`src/rtl/spi_cmd_pkg.sv`:
```
package spi_cmd_pkg;
  localparam int CODE_W = 4;
  localparam int ADDR_W = 4;
  localparam int DATA_W = 16;
  localparam int WORD_W = CODE_W + ADDR_W + DATA_W;

  typedef struct packed {
    logic [CODE_W-1:0] code;
    logic [ADDR_W-1:0] addr;
    logic [DATA_W-1:0] data;
  } cmd_word_t;
endpackage

```
`src/rtl/spi_in_sync.sv`:
```
module spi_in_sync #(
  parameter int          W      = 3,
  parameter int          STAGES = 2,
  parameter logic [W-1:0] INIT  = '0
) (
  input  logic         clk,
  input  logic         rst,
  input  logic [W-1:0] d,
  output logic [W-1:0] q
);
  logic [W-1:0] stage_q [STAGES];

  generate
    for (genvar s = 0; s < STAGES; s++) begin : g_stage
      if (s == 0) begin : g_first
        always_ff @(posedge clk) begin
          if (rst) stage_q[0] <= INIT;
          else     stage_q[0] <= d;
        end
      end else begin : g_rest
        always_ff @(posedge clk) begin
          if (rst) stage_q[s] <= INIT;
          else     stage_q[s] <= stage_q[s-1];
        end
      end
    end
  endgenerate

  assign q = stage_q[STAGES-1];
endmodule

```
`src/rtl/spi_word_shifter.sv`:
```
module spi_word_shifter
  import spi_cmd_pkg::*;
(
  input  logic              clk,
  input  logic              rst,
  input  logic              cs_fall,
  input  logic              cs_low,
  input  logic              sclk_rise,
  input  logic              sclk_fall,
  input  logic              sdi_s,
  input  logic              load_rd,
  input  logic [WORD_W-1:0] rd_word,
  output logic [WORD_W-1:0] word,
  output logic              sdo,
  output logic              sdo_oe
);
  logic [WORD_W-1:0] shreg_q;
  logic              sdo_q;
  logic              oe_q;

  // One register serves capture and output: its top bit is either the
  // preloaded read word or the input bit received 24 edges earlier.
  always_ff @(posedge clk) begin
    if (rst) begin
      shreg_q <= '0;
    end else if (cs_fall) begin
      shreg_q <= load_rd ? rd_word : '0;
    end else if (sclk_rise) begin
      shreg_q <= {shreg_q[WORD_W-2:0], sdi_s};
    end
  end

  always_ff @(posedge clk) begin
    if (rst) begin
      sdo_q <= 1'b0;
    end else if (cs_fall) begin
      sdo_q <= load_rd ? rd_word[WORD_W-1] : 1'b0;
    end else if (sclk_fall) begin
      sdo_q <= shreg_q[WORD_W-1];
    end
  end

  always_ff @(posedge clk) begin
    if (rst) oe_q <= 1'b0;
    else     oe_q <= cs_low;
  end

  assign word   = shreg_q;
  assign sdo    = sdo_q;
  assign sdo_oe = oe_q;
endmodule

```
`src/rtl/spi_frame_ctl.sv`:
```
module spi_frame_ctl
  import spi_cmd_pkg::*;
#(
  parameter int ALIGN     = 4,
  parameter int RD_CODE_A = 9,
  parameter int RD_CODE_B = 10
) (
  input  logic      clk,
  input  logic      rst,
  input  logic      cs_fall,
  input  logic      cs_rise,
  input  logic      sclk_rise,
  input  cmd_word_t word,
  output logic      cmd_valid,
  output cmd_word_t cmd,
  output logic      load_rd
);
  localparam int           CNT_W    = $clog2(WORD_W);
  localparam logic [CNT_W-1:0] CNT_LAST = CNT_W'(WORD_W - 1);
  localparam logic [CNT_W-1:0] CNT_ALN  = CNT_W'(ALIGN);

  logic [CNT_W-1:0] cnt_q;
  logic             full_q;
  logic             seen_q;
  logic             have_q;
  logic             pend_q;
  logic             valid_q;
  cmd_word_t        cmd_q;

  logic             aligned;
  logic             do_exec;
  logic             do_replay;
  cmd_word_t        next_cmd;
  logic             next_is_rd;

  always_comb begin
    aligned    = (cnt_q % CNT_ALN) == '0;
    do_exec    = cs_rise && seen_q && aligned && (cnt_q == '0) && full_q;
    do_replay  = cs_rise && !seen_q && have_q;
    next_cmd   = do_exec ? word : cmd_q;
    next_is_rd = (next_cmd.code == CODE_W'(RD_CODE_A)) ||
                 (next_cmd.code == CODE_W'(RD_CODE_B));
  end

  // Bit count within the current word, plus a flag for a completed word.
  always_ff @(posedge clk) begin
    if (rst || cs_fall || cs_rise) begin
      cnt_q  <= '0;
      full_q <= 1'b0;
      seen_q <= rst ? 1'b0 : (cs_rise ? seen_q : 1'b0);
    end else if (sclk_rise) begin
      seen_q <= 1'b1;
      if (cnt_q == CNT_LAST) begin
        cnt_q  <= '0;
        full_q <= 1'b1;
      end else begin
        cnt_q <= cnt_q + 1'b1;
      end
    end
  end

  always_ff @(posedge clk) begin
    if (rst) begin
      valid_q <= 1'b0;
      cmd_q   <= '0;
      have_q  <= 1'b0;
    end else begin
      valid_q <= do_exec || do_replay;
      if (do_exec) begin
        cmd_q  <= word;
        have_q <= 1'b1;
      end
    end
  end

  always_ff @(posedge clk) begin
    if (rst || cs_fall)              pend_q <= 1'b0;
    else if (do_exec || do_replay)   pend_q <= next_is_rd;
  end

  assign cmd_valid = valid_q;
  assign cmd       = cmd_q;
  assign load_rd   = pend_q;
endmodule

```
`src/rtl/spi_cmd_rx.sv`:
```
module spi_cmd_rx
  import spi_cmd_pkg::*;
#(
  parameter int SYNC_STAGES = 2,
  parameter int ALIGN       = 4,
  parameter int RD_CODE_A   = 9,
  parameter int RD_CODE_B   = 10
) (
  input  logic              clk,
  input  logic              rst,
  input  logic              spi_cs_n,
  input  logic              spi_sclk,
  input  logic              spi_sdi,
  input  logic [DATA_W-1:0] rd_data,
  output logic              sdo,
  output logic              sdo_oe,
  output logic              cmd_valid,
  output logic [CODE_W-1:0] cmd_code,
  output logic [ADDR_W-1:0] cmd_addr,
  output logic [DATA_W-1:0] cmd_data
);
  logic [2:0]        pins_s;
  logic              cs_s, sclk_s, sdi_s;
  logic              cs_d, sclk_d;
  logic              cs_fall, cs_rise, sclk_rise, sclk_fall;
  logic              load_rd;
  logic [WORD_W-1:0] word_raw;
  cmd_word_t         cmd;
  logic [WORD_W-1:0] rd_word;

  spi_in_sync #(.W(3), .STAGES(SYNC_STAGES), .INIT(3'b100)) u_sync (
    .clk (clk),
    .rst (rst),
    .d   ({spi_cs_n, spi_sclk, spi_sdi}),
    .q   (pins_s)
  );

  assign cs_s   = pins_s[2];
  assign sclk_s = pins_s[1];
  assign sdi_s  = pins_s[0];

  always_ff @(posedge clk) begin
    if (rst) begin
      cs_d   <= 1'b1;
      sclk_d <= 1'b0;
    end else begin
      cs_d   <= cs_s;
      sclk_d <= sclk_s;
    end
  end

  always_comb begin
    cs_fall   = cs_d & ~cs_s;
    cs_rise   = ~cs_d & cs_s;
    sclk_rise = ~sclk_d & sclk_s & ~cs_s;
    sclk_fall = sclk_d & ~sclk_s & ~cs_s;
    rd_word   = {cmd.code, cmd.addr, rd_data};
  end

  spi_word_shifter u_shift (
    .clk       (clk),
    .rst       (rst),
    .cs_fall   (cs_fall),
    .cs_low    (~cs_s),
    .sclk_rise (sclk_rise),
    .sclk_fall (sclk_fall),
    .sdi_s     (sdi_s),
    .load_rd   (load_rd),
    .rd_word   (rd_word),
    .word      (word_raw),
    .sdo       (sdo),
    .sdo_oe    (sdo_oe)
  );

  spi_frame_ctl #(.ALIGN(ALIGN), .RD_CODE_A(RD_CODE_A), .RD_CODE_B(RD_CODE_B)) u_ctl (
    .clk       (clk),
    .rst       (rst),
    .cs_fall   (cs_fall),
    .cs_rise   (cs_rise),
    .sclk_rise (sclk_rise),
    .word      (cmd_word_t'(word_raw)),
    .cmd_valid (cmd_valid),
    .cmd       (cmd),
    .load_rd   (load_rd)
  );

  assign cmd_code = cmd.code;
  assign cmd_addr = cmd.addr;
  assign cmd_data = cmd.data;
endmodule

```
`config.mk`:
```
export PLATFORM = sky130hd
export DESIGN_NAME = spi_cmd_rx
export DESIGN_NICKNAME = d
export VERILOG_FILES = /design/src/rtl/spi_cmd_pkg.sv /design/src/rtl/spi_in_sync.sv /design/src/rtl/spi_word_shifter.sv /design/src/rtl/spi_frame_ctl.sv /design/src/rtl/spi_cmd_rx.sv
export SDC_FILE = /design/constraint.sdc
export NUM_CORES = 1
export LEC_CHECK = 0
export ABC_AREA = 1
export ABC_CLOCK_PERIOD_IN_PS = 3900
export BUFFER_PORTS_ARGS = -buffer_cell sky130_fd_sc_hd__buf_2
export CAP_MARGIN = 20
export CELL_PAD_IN_SITES_DETAIL_PLACEMENT = 1
export CELL_PAD_IN_SITES_GLOBAL_PLACEMENT = 1
export CORE_UTILIZATION = 43
export CTS_CLUSTER_DIAMETER = 50
export DETAILED_ROUTE_END_ITERATION = 12
export GPL_TIMING_DRIVEN = 0
export PLACE_DENSITY_LB_ADDON = 0.1
export SLEW_MARGIN = 20
export SYNTH_ARGS = -nofsm -noshare
export SYNTH_HDL_FRONTEND = slang
export SYNTH_SLANG_ARGS = --single-unit
```
`constraint.sdc`:
```
create_clock -name clk -period 3.9 [get_ports clk]
set_input_delay 0.78 -clock clk [delete_from_list [all_inputs] [get_ports clk]]
set_output_delay 0.78 -clock clk [all_outputs]
set_load 0.05 [all_outputs]
```
Yosys cells after proc, flatten, opt, wreduce, memory -nomap -nowiden
Memories as Yosys holds them, arrays and structs flattened. Index checks and enable logic that the tools add are counted.

$add $sub $neg: 1. Eq/ne operators: 4. Multiplexer cells: 17. Bitwise gates (word level): 12. Reduce and logical (&&, ||, !) cells: 18.

Operators with widths (number): 2-to-1 mux 24 bit (4); zero test 5 bit (2); 2-to-1 mux 1 bit (10); == test 4 bit (second input constant) (2); AND 1 bit (6); logical AND 1 bit (6); 2-to-1 mux 3 bit (2); nonzero test 2 bit (3); adder 5 x 1 -> 5 bit (second input constant) (1); == test 5 bit (second input constant) (1); 2-to-1 mux 5 bit (1); logical OR 1 bit (4); NOT 1 bit (4); AND reduction 2 bit (2); != test 3 bit (second input constant) (1); OR 1 bit (2); zero test 1 bit (1).

Flip-flop bits (word level): 62. RAM bits: 6. Input bits: 21. Output and inout bits: 27. Logic and storage cells: 67. Memories kept: 1.

Memory list: u_sync.stage_q (words 2, width 3, read ports 2, clocked after memory_dff 0, write ports 2, line spi_in_sync.sv:11) `logic [W-1:0] stage_q [STAGES];`.

Logic depth before layout (Yosys ltp)
Word-level depth: 9. Gate-level depth with buffers: 11. Gate-level depth less buffers: 10.

Hierarchy
A second synthesis with hierarchy kept.

Cell total of the unflattened synthesis: 486. Area total of the unflattened synthesis: 3094.2 um^2.

By module, submodules not included: spi_word_shifter (instances 1, cells each 269, area each 1460.2 um^2, seq. area each 520.5 um^2); spi_frame_ctl (instances 1, cells each 185, area each 1381.3 um^2, seq. area each 690.7 um^2); spi_in_sync (instances 1, cells each 19, area each 168.9 um^2, seq. area each 120.1 um^2); spi_cmd_rx (instances 1, cells each 13, area each 83.8 um^2, seq. area each 40.0 um^2).

Least setup slack after synthesis
Ideal clock, no wire load.

Path type: input -> register. Start point: input port rst. End point: register u_shift.shreg_q[10] (netlist: u_shift.word[10]). Library setup time: 0.070 ns. Data arrival time: 1.476 ns. Data required time: 3.830 ns. Slack: 2.354 ns. Stages on the path: 5. Path buffers: 2. Cells stage by stage: clkbuf_1 > inv_1 > clkbuf_1 > o21ai_0 > a21oi_1.

RTL lines: start: declaration (line spi_cmd_rx.sv:10) `input logic rst,`; end signal: assignment (line spi_word_shifter.sv:27) `shreg_q <= load_rd ? rd_word : '0;`; end signal: assignment (line spi_word_shifter.sv:29) `shreg_q <= {shreg_q[WORD_W-2:0], sdi_s};`; end: declaration (line spi_word_shifter.sv:17) `logic [WORD_W-1:0] shreg_q;`.

Worst setup path after layout
Start point: register u_ctl.cmd_q (netlist bit u_ctl.cmd[21]). End point: output port cmd_code[1].

RTL lines: start: declaration (line spi_frame_ctl.sv:28) `cmd_word_t cmd_q;`; start signal: assignment (line spi_frame_ctl.sv:70) `cmd_q <= word;`; end: declaration (line spi_cmd_rx.sv:18) `output logic [CODE_W-1:0] cmd_code,`.

No word-level cell between the ends.

==> metrics <==
status=finished, final reports clean; Place WS=1970 ps; CP Data Arrival Time=1030 ps; Max Clock Freq=553 MHz; vias per inst=5.13; final non-filler cell total=471; CTS Sinks=68; Slew @ Worst Pin=506 ps; Setup Viol. Count Final=0; CTS Buf Count=9; detailed-route DRC error count=0; worst-skew pair later-pin latency=340 ps; initial antenna violation count=0; Hold Violations, Final=0; sequential share of the synthesized area=0.514; average wire per standard cell=14.4 um; I/O pins=48; top cells by area, synth=dfxtp_1 50%, nor2_1 7.9%, o21ai_0 7.3%; hpwl dp=4.91 mm; Setup Skew=8.32 ps; Synthesis Warnings=0; Placeable Area=0.00596 mm2; hold path start=u_sync.stage_q[0][1]; Post-CTS Setup Bufs=0; Max Buffers Root-to-Sink=2; PnR worst setup slack=2090 ps; gr usage total=0.226; Syn Std Cell Area=0.00267 mm2; vias in the first global route=2,320; power consumption=1.34 mW; Yosys cell types=28; unrepaired setup endpoints after global routing=no; CP Capture Type=output port; min cycle time layout=1810 ps; Initial DRC Count=87; pin count of the biggest net entering global routing=12; LEAKAGE=1.38 nW; # diodes=0; crit path from=u_ctl.cmd[21]; die area=0.00652 mm2; Slew headroom=0.663; GR Overflow Total=0; GPL Wtd Cong=0.732; DR pass1 iterations=5; slowest CP cell=dfxtp_1; num rows=28; CP Class=flop to output port; most frequent cells in the layout=67 x dfxtp_1, 56 x nor2_1, 51 x buf_2, 42 x nand2_1, 39 x o21ai_0; Mapped Nets=357; period utilisation layout=0.463; Vias=2,416; RR Startpoint=u_ctl.cnt_q[0]; Hold WC Path Type=flop to flop; cts repair resizes=0; fill cell count=771; Synth Instances=334; CP Data Required Time=3120 ps; Post-DP Area=0.00299 mm2; htree depth=3; Max FO, Critical Path=4; most common cell after layout, fill and taps aside=dfxtp_1; cell family with the largest share of critical-path delay=flip-flops; Yosys top cell by area=dfxtp_1; setup TNS=0 ps; Seq cells post-synth=68; Synth top area share=0.503; post-route cell area=0.00317 mm2; Hold-fix buffers, CTS=0; PortBufs=46; Final Max Tran Viols=0; first-pass GRT wire length=10.9 mm; Clock transition at path regs=70 ps; slowest stage delay, CP=400 ps; crit-path cells=buf_2; Die Height=80.7 um; placed insts=455; Pwr per Cell Area=421 mW/mm2; drt total wl=6.81 mm; Root Buffer=clkbuf_8; Routed Antenna Nets=0; syn avg cell area=7.98 um2; Buffers & Inverters on Critical Path=1; share of cells above drive strength 1=0.212; initial core utilization=0.448; Startpoint Class=flop; nets=414; max capacitance violation total=0; Area Overhead vs Synth=19.0%; TritonCTS clock tree=done; Die X=80.7 um; Peak VDD IR=0.238 mV
-- Yosys cell counts, drive strengths merged --
| cell | count |
|---|---|
| nor3 | 1 |
| o21ai | 39 |
| nand4 | 1 |
| a22oi | 15 |
| dfxtp | 67 |
| a211oi | 2 |
| edfxtp | 1 |
| nor2 | 61 |
| clkbuf | 10 |
| nand3 | 15 |
| nand2 | 46 |
| a21oi | 23 |
| xor2 | 1 |
| nand3b | 2 |
| inv | 27 |
| ha | 2 |
| or2 | 2 |
| a31oi | 10 |
| buf | 9 |
-- worst register-to-register path: stages, from the launching register on --
cell,delay [ps]
dfxtp_1,340
inv_1,80
ha_1,150
nand2_1,90
nor2_4,240
nand2_4,70
buf_6,150
clkbuf_1,190
o21ai_0,210
nor2_1,50
-- power breakdown --
| group | leakage (nW) | total [mW] | switching, mW | internal (mW) |
|---|---|---|---|---|
| clock | 0.0996 | 0.547 | 0.258 | 0.290 |
| combinational | 0.732 | 0.0694 | 0.0445 | 0.0249 |
| sequential | 0.553 | 0.720 | 0.00966 | 0.711 |
| total | 1.38 | 1.34 | 0.312 | 1.03 |
-- final cells by class --
cell class,count,area [um2],area share
clock buffer,10,128,0.0402
tap,75,93.8,0.0296
clock inverter,6,55.1,0.0174
timing repair buffer,46,230,0.0726
buffer,19,92.6,0.0292
sequential,68,1370,0.432
multi-input combinational,220,1100,0.347
inverter,27,101,0.0319
-- registers in the layout, summed over array words and instances (netlist names), 5 cells and up --
| register | flops |
|---|---|
| u_shift.word | 24 |
| u_ctl.cnt_q | 5 |
| u_sync.stage_q | 6 |
| u_ctl.cmd | 24 |
-- worst paths after layout --
check / cells after the start / slack (ps) / end
max reg2reg: 9 / 2220 / u_ctl.cmd[0]
max: 1 / 2090 / cmd_code[1]
min: 2 / 400 / u_sync.stage_q[1][1]
min reg2reg: 2 / 400 / u_sync.stage_q[1][1]
-- metal layers --
layer  part of all wire  track usage
met1               0.47        0.278
met5                  0            0
met3              0.037       0.0461
met2               0.48        0.371
met4              0.013        0.120
-- per-stage QoR --
step / utilization / hold WS (ps)
4_1_cts: 0.533 / 411
5_1_grt: 0.533 / 435
3_3_place_gp: 0.502 / 393
6_report: 0.533 / 405
3_5_place_dp: 0.502 / 402
2_1_floorplan: - / 388
-- cells by family after synthesis --
logic type               Yosys count  share of synthesized area
AO/OA/AOI/OAI                     89                      0.188
XOR/XNOR                           1                    0.00329
adder cells (fa/ha/maj)            2                    0.00938
buffers and inverters             46                     0.0727
flip-flops                        68                      0.514
AND/OR/NAND/NOR                  128                      0.213
Power figures use the tool's default switching activity.
